**src/rtl/pmic_cmd_port.sv**
```systemverilog
module pmic_cmd_port #(
  parameter int ADDR_W = 5
) (
  input  logic              clk,
  input  logic              rst_n,
  input  logic              reg_wr,
  input  logic [ADDR_W-1:0] reg_addr,
  input  logic [31:0]       reg_wdata,
  output logic [31:0]       reg_rdata,
  input  logic              init_done,
  output logic              mst_req,
  output logic [1:0]        mst_type,
  output logic              mst_write,
  output logic [4:0]        mst_sid,
  output logic [7:0]        mst_bc,
  output logic [15:0]       mst_addr,
  output logic [31:0]       mst_wdata,
  input  logic              mst_ack,
  input  logic              mst_done,
  input  logic [31:0]       mst_rdata
);

  localparam logic [ADDR_W-1:0] OFS_STAT = ADDR_W'(8'h00);
  localparam logic [ADDR_W-1:0] OFS_CMD  = ADDR_W'(8'h04);
  localparam logic [ADDR_W-1:0] OFS_WD   = ADDR_W'(8'h08);
  localparam logic [ADDR_W-1:0] OFS_RD   = ADDR_W'(8'h0C);

  typedef enum logic [2:0] {
    ST_IDLE = 3'd0,
    ST_REQ  = 3'd2,
    ST_BUSY = 3'd4,
    ST_HOLD = 3'd6
  } st_t;

  st_t         st_q;
  logic [31:0] cmd_q, wd_q, rd_q, lane_mask;

  wire is_idle  = (st_q == ST_IDLE);
  wire take_cmd = reg_wr && reg_addr == OFS_CMD && is_idle;
  wire take_wd  = reg_wr && reg_addr == OFS_WD && is_idle;
  wire do_clr   = reg_wr && reg_addr == ADDR_W'(8'h10) && reg_wdata[0] && st_q == ST_HOLD;

  always_comb
    for (int i = 0; i < 4; i++)
      lane_mask[8*i +: 8] = (2'(i) <= cmd_q[17:16]) ? 8'hFF : 8'h00;

  always_ff @(posedge clk) begin
    if (!rst_n) begin
      st_q  <= ST_IDLE;
      cmd_q <= '0;
      wd_q  <= '0;
      rd_q  <= '0;
    end else begin
      if (take_wd) wd_q <= reg_wdata;
      case (st_q)
        ST_IDLE: if (take_cmd) begin
          cmd_q <= reg_wdata;
          st_q  <= ST_REQ;
        end
        ST_REQ:  if (mst_ack) st_q <= ST_BUSY;
        ST_BUSY: if (mst_done) begin
          if (cmd_q[29]) st_q <= ST_IDLE;
          else begin
            rd_q <= mst_rdata & lane_mask;
            st_q <= ST_HOLD;
          end
        end
        ST_HOLD: if (do_clr) st_q <= ST_IDLE;
        default: st_q <= ST_IDLE;
      endcase
    end
  end

  assign mst_req   = (st_q == ST_REQ);
  assign mst_type  = cmd_q[31:30];
  assign mst_write = cmd_q[29];
  assign mst_sid   = cmd_q[28:24];
  assign mst_bc    = cmd_q[23:16];
  assign mst_addr  = cmd_q[15:0];
  assign mst_wdata = wd_q & lane_mask;

  always_comb begin
    case (reg_addr)
      OFS_STAT: reg_rdata = {16'h0, init_done, 11'h0, st_q, 1'b0};
      OFS_CMD:  reg_rdata = cmd_q;
      OFS_WD:   reg_rdata = wd_q;
      OFS_RD:   reg_rdata = rd_q;
      default:  reg_rdata = '0;
    endcase
  end

endmodule


```
**config.mk**
```make
export PLATFORM = sky130hd
export DESIGN_NAME = pmic_cmd_port
export DESIGN_NICKNAME = d
export VERILOG_FILES = /design/src/rtl/pmic_cmd_port.sv
export SDC_FILE = /design/constraint.sdc
export NUM_CORES = 1
export LEC_CHECK = 0
export BUFFER_PORTS_ARGS = -buffer_cell sky130_fd_sc_hd__buf_4
export CAP_MARGIN = 10
export CORE_ASPECT_RATIO = 0.8
export CORE_MARGIN = 5
export CORE_UTILIZATION = 46
export CTS_CLUSTER_SIZE = 20
export DETAILED_ROUTE_END_ITERATION = 16
export PLACE_DENSITY = 0.77
export SETUP_SLACK_MARGIN = 0.1
export SYNTH_ARGS = -nofsm -noshare
export SYNTH_HDL_FRONTEND = slang
export SYNTH_SLANG_ARGS = --single-unit
export TNS_END_PERCENT = 50
```
**constraint.sdc**
```tcl
create_clock -name clk -period 1.4 [get_ports clk]
set_clock_uncertainty 0.1 [all_clocks]
set_input_delay 0.21 -clock clk [delete_from_list [all_inputs] [get_ports clk]]
set_output_delay 0.21 -clock clk [all_outputs]
set_load 0.03 [all_outputs]
```
==> results of run 1 <==
[layer usage]
| layer | vias up | share of wire | track usage |
|---|---|---|---|
| met3 | 241 | 0.12 | 0.0943 |
| met2 | 753 | 0.45 | 0.520 |
| met5 | - | 0 | 0 |
| met1 | 3310 | 0.35 | 0.404 |
| li1 | 2682 | - | - |
| met4 | 0 | 0.079 | 0.130 |
[final timing paths]
kind / from / to / slack (ns) / depth (start not counted)
worst max-delay path: st_q[2]$_SDFFE_PN0P_ / reg_rdata[3] / -0.53 / 4
worst min-delay path: mst_rdata[2] / rd_q[2]$_SDFFE_PN0P_ / -0.0009 / 3
worst max register to register: st_q[1]$_SDFFE_PN0P_ / rd_q[26]$_SDFFE_PN0P_ / -0.52 / 8
worst min register to register: rd_q[4]$_SDFFE_PN0P_ / rd_q[4]$_SDFFE_PN0P_ / 0.36 / 2
[sequential cells by signal (all words and copies together), names as in the netlist]
signal / cells
cmd_q: 32
st_q: 2
rd_q: 32
wd_q: 32
[final cells by class]
cell class | count | area, um2 | area share
clock buffers | 10 | 229 | 0.0234
clock inverters | 6 | 91.3 | 0.00931
inverters | 2 | 7.51 | 0.000766
multi-input cells | 429 | 4230 | 0.432
flip-flops and latches | 98 | 2020 | 0.206
well taps | 144 | 180 | 0.0184
repair buffers | 297 | 3040 | 0.310
[cells by family after synthesis]
group,Yosys count,synth area share
buf+inv,84,0.0917
compound gates,195,0.249
mux,32,0.0758
simple gates,201,0.206
flops,98,0.377
[cell usage after synthesis, types with 2 or more instances]
master | n | share of area
nand4_1 | 32 | 0.039
o31ai_2 | 30 | 0.072
buf_6 | 11 | 0.024
o21ai_1 | 30 | 0.029
dfxtp_1 | 98 | 0.38
nand2_1 | 42 | 0.030
clkbuf_1 | 28 | 0.020
or4b_4 | 2 | 0.0053
and3_1 | 8 | 0.0096
buf_4 | 10 | 0.014
buf_2 | 33 | 0.032
mux4_2 | 3 | 0.013
mux2_2 | 29 | 0.063
nor2b_1 | 2 | 0.0024
o21ai_0 | 2 | 0.0019
a21oi_1 | 99 | 0.095
o31ai_1 | 2 | 0.0029
and2_1 | 20 | 0.024
a22oi_1 | 30 | 0.043
nand3_1 | 56 | 0.054
nor2_1 | 29 | 0.021
[placed cells by master, fill, tap and decap left out, drive strengths merged]
cell type,instances
a21oi,99
a22oi,30
a31oi,1
and2,20
and3,8
buf,292
bufinv,2
clkbuf,13
clkinv,4
dfxtp,98
dlygate4sd3,2
inv,2
mux2,29
mux4,3
nand2,42
nand2b,1
nand3,56
nand4,32
nand4bb,1
nor2,29
nor2b,2
nor3,1
nor3b,1
nor4b,2
nor4bb,1
o21ai,32
o311ai,1
o31ai,32
or2,2
or3,1
or3b,1
or4b,2
[power breakdown]
part | internal, mW | total [mW] | switching [mW]
Clock | 1.58 | 2.82 | 1.24
Sequential | 2.79 | 2.81 | 0.0185
Combinational | 0.437 | 1.13 | 0.692
Total | 4.81 | 6.76 | 1.95
[worst max-delay path: stages, from the launching register on]
cell and delay [ns]:
dfxtp_2 0.34, buf_6 0.12, mux4_2 0.48, and2_4 0.19
buf_6 0.13
[stage by stage]
step           instance area (um2)  setup WS, ns  hold slack, ns  power [mW]
2_1_floorplan                 5610        -0.132           0.246        3.26
3_3_place_gp                  7300        -0.230           0.335        3.65
3_5_place_dp                  7300        -0.279           0.341        3.66
4_1_cts                       8710        -0.474         0.00297        6.41
5_1_grt                       9810        -0.562        -0.00290        6.86
6_report                      9810        -0.528       -0.000918        6.76
[repair_timing]
action                                 CTS  global route
setup endpoints to repair              157           172
resized for setup                      199           199
pin swaps                              104           111
setup buffers                           24            11
hold buffers                             1             1
endpoints found under the hold margin    1             1
gates cloned                             7             6
==> results.md, run 1 <==
* Worst slew margin at 0.516
* GPL Wtd Cong at 0.878
* Non-Filler Instances at around 1000
* WHS at -0.000918 ns
* GRT Total Usage at 0.323
* Setup TNS at -49.61 ns
* Post-synth design cell area at a little over 5000 um2
* Layout cells sized above 1 at 0.751
* Die H at 105 um
* Layout net count at a little over 900
* Vias in the first global route at between 6000 and 7000
* Post-Syn Instances at 610
* Area grow syn2layout at 88.6%
* Tmin final at around 1.9 ns
* Setup ws final at -0.528 ns
* Routed WL at between 20000 and 30000 um
* IO Pins at approximately 170
* Largest net degree at the start of global routing at 83
* Number of fill cells at around 400
* Pwr dens at 689 nW/um2
* GR Overflow Total at 0
* Clock Latency Late Sink at ~0.36 ns
* Peak VDD IR at between 0.6 and 0.7 mV
* Horiz. Die Dim at about 130 um
* RSZ-0062 raised after global routing: true
* Clock-pin slew on the worst setup and hold paths at 0.07 ns
* Syn. warnings at 0
* Syn Nets at 685
* Initial drt markers at roughly 870
* Setup Crit Path Kind: reg2out
* Synth cell types at 35
* Num CTS Buffers at 9
* Arr. time, crit path at 1.62 ns
* Port Buffers at roughly 170
* CP startpoint kind: flop
* Initial antenna violation count at 0
* Max_cap viols at 0
* Drt drc at 0
* Die area at about 14000 um2
* Final setup violation count at between 150 and 200
* Detail Route Antenna Nets at 0
* Lkg Pwr at 3.48 nW
* First-pass GRT wire length at 35000 um
* Count of standard-cell rows at 34
* Synth Flop Type: dfxtp_1
* Final HPWL DP at 13200 um
* Starting Density at 0.474
* Fin crit share at 1.38
* Syn_area_per_cell at between 8 and 9 um2
* Core area at ~11000 um2
* Post-synth EDFFs at 0
* Fmax at 0.519 GHz
* Outcome: finished, violations left
* CTS root buffer: clkbuf_16
* CP Capture Type: primary output
* Wire length per cell at about 30 um
* Vias at 6986
* Final hold vios at 1
* FFs w/ async S/R, synth at 0
* Failing checks: negative hold slack, negative setup slack
* Max-slew violations at 0
* Number of vias per cell at about 7.1
* Hold Crit Class: in2reg
* Worst slew pin tran at about 0.73 ns
* Placed cells at 920
* Seq cells post-synth at roughly 100
* Critical Path RT at roughly 1.1 ns
* # diodes at 0
* CTS tree: built
* Layout Utilization at 0.893
* CTS Sinks at 98
* Pre-Repair DR Iteration Count at 5
* Worst-path fanout max at 2
* CTS max path bufs at 2
* Htree depth at 3
* Register area share after synthesis at 0.377
Power figures use the tool's default switching activity.
==> run 2: changes to the inputs <==
- BUFFER_PORTS_ARGS: -buffer_cell sky130_fd_sc_hd__buf_4 -> default
- CORE_UTILIZATION: 46 -> 50
- DONT_BUFFER_PORTS: default -> 1
- HOLD_SLACK_MARGIN: default -> 0.12
- PLACE_DENSITY: 0.77 -> 0.68
==> results.md, run 2 (same netlist as run 1, synthesis figures left out) <==
* Worst-path fanout max at 6 (+4)
* Critical Path RT at 1.53 ns (+0.44 ns)
* Arr. time, crit path at 2.07 ns (+0.45 ns)
* Port Buffers at 0 (-100%)
* Lkg Pwr at 2.81 nW (-19%)
* Outcome: finished, violations left
* RSZ-0062 raised after global routing: true
* Setup ws final at -0.539 ns (-0.0114 ns)
* Commonest non-fill, non-tap cell in the layout: dfxtp_1
* Hold Crit Class: in2reg
* Vias in the first global route at 5947 (-7.6%)
* CTS root buffer: clkbuf_16
* Num CTS Buffers at 9 (unchanged)
* Die area at 12500 um2 (-7.3%)
* CP Capture Type: flop
* Pre-Repair DR Iteration Count at 5 (unchanged)
* Initial antenna violation count at 1 (+1)
* CTS tree: built
* Core area at 10200 um2 (-7.1%)
* Tmin final at 1.94 ns (+0.0114 ns)
* Die H at 101 um (-3.7%)
* Detail Route Antenna Nets at 0 (unchanged)
* Vias at 6155 (-12%)
* Initial drt markers at 625 (-28%)
* GRT Total Usage at 0.348 (+0.0251)
* Final HPWL DP at 11600 um (-12%)
* Fmax at 0.516 GHz (-0.59%)
* Largest net degree at the start of global routing at 58 (-30%)
* Max-slew violations at 0 (unchanged)
* Commonest cells after routing, fill and taps aside: dfxtp_1 (92), dlygate4sd3_1 (67), buf_4 (67)
* Number of vias per cell at 7.03 (-0.83%)
* Setup TNS at -50.31 ns (-0.697 ns)
* First-pass GRT wire length at 33500 um (-4.1%)
* Layout cells sized above 1 at 0.577 (-0.173)
* Wire length per cell at 29.3 um (-2.8%)
* # diodes at 0 (unchanged)
* Setup Slack @ Placement at -0.183 ns (+0.0959 ns)
* Htree depth at 3 (unchanged)
* IO Pins at 172 (unchanged)
* Worst-path cell chain: buf_4 -> buf_6 -> or4b_4 -> clkbuf_16 -> o21ai_4 -> a21oi_2
* Worst slew pin tran at 0.547 ns (-0.179 ns)
* Worst slew margin at 0.635 (+0.119)
* Pwr dens at 751 nW/um2 (+8.9%)
* Horiz. Die Dim at 124 um (-3.8%)
* Final hold vios at 0 (-1)
* Failing checks: negative setup slack
* Drt drc at 0 (unchanged)
* Starting Density at 0.510 (+0.0361)
* Layout net count at 806 (-12%)
* Area grow syn2layout at 72.2%
* Number of fill cells at 461 (+16%)
* GR Overflow Total at 0 (unchanged)
* Worst stage delay on the critical path at 0.65 ns (+0.17 ns)
* CTS max path bufs at 2 (unchanged)
* Slowest CP cell: or4b_4
* Setup Crit Path Kind: reg2reg
* Peak VDD IR at 0.602 mV (-6.3%)
* CP startpoint kind: flop
* Clock Latency Late Sink at 0.36 ns (about the same)
* Regs by FF count: cmd_q x32, rd_q x32, wd_q x32
* Fin crit share at 1.39 (+0.00811)
* Routed WL at 25700 um (-14%)
* Clock-pin slew on the worst setup and hold paths at 0.07 ns (about the same)
* Max_cap viols at 0 (unchanged)
* Final setup violation count at 155 (-0.64%)
* CTS Sinks at 98 (unchanged)
* GPL Wtd Cong at 0.828 (-5.7%)
* Count of standard-cell rows at 33 (-2.9%)
-- run 2: stage by stage --
step | instances | cell area (um2) | utilization | total power [mW] | hold slack (ns)
CTS | 863 | 8050 | 0.789 | 6.45 | 0.125
finish | 876 | 8950 | 0.878 | 6.72 | 0.146
global route | 876 | 8950 | 0.878 | 6.84 | 0.149
global placement | 754 | 6120 | 0.600 | 3.35 | 0.251
detailed placement | 754 | 6120 | 0.600 | 3.36 | 0.254
floorplan | 610 | 5610 | - | 3.26 | 0.246
-- run 2: path summary, 6_finish.rpt --
check / from / to / depth (start not counted) / slack, ns
min reg2reg: rd_q[20]$_SDFFE_PN0P_ / rd_q[20]$_SDFFE_PN0P_ / 2 / 0.37
max: st_q[1]$_SDFFE_PN0P_ / cmd_q[26]$_SDFFE_PN0P_ / 6 / -0.54
max reg2reg: st_q[1]$_SDFFE_PN0P_ / cmd_q[26]$_SDFFE_PN0P_ / 6 / -0.54
min: rst_n / rd_q[9]$_SDFFE_PN0P_ / 3 / 0.15
-- run 2: per-layer routing --
layer | part of all wire | GRT usage
met1 | 0.36 | 0.414
met2 | 0.48 | 0.571
met3 | 0.11 | 0.105
met4 | 0.052 | 0.178
met5 | 0.00027 | 0
-- run 2: cell type report --
type | instances | area [um2] | area share
clock inverters | 5 | 103 | 0.0115
clock buffers | 11 | 233 | 0.0260
well taps | 140 | 175 | 0.0196
flip-flops and latches | 98 | 1980 | 0.221
inverters | 2 | 7.51 | 0.000839
multi-input cells | 429 | 4210 | 0.470
repair buffers | 191 | 2250 | 0.251
-- run 2: where the power goes --
part           switching [mW]  internal (mW)
Combinational           0.586          0.424
Clock                    1.15           1.75
Sequential             0.0164           2.79
-- run 2: what timing repair did --
item | 4_1_cts | 5_1_grt
setup endpoints to repair | 154 | 158
gates resized for setup | 125 | 141
gates cloned | 9 | 8
pin swaps | 60 | 76
hold buffers | 67 | 0
buffers inserted | 17 | 6
endpoints found under the hold margin | 98 | 0
-- run 2: critical path: cells and delay by family, from the launching register on --
| family | cells | cell delay (ns) |
|---|---|---|
| AND/OR/NAND/NOR | 1 | 0.65 |
| flip-flops | 1 | 0.33 |
| AO/OA/AOI/OAI | 2 | 0.25 |
| buffers and inverters | 3 | 0.48 |
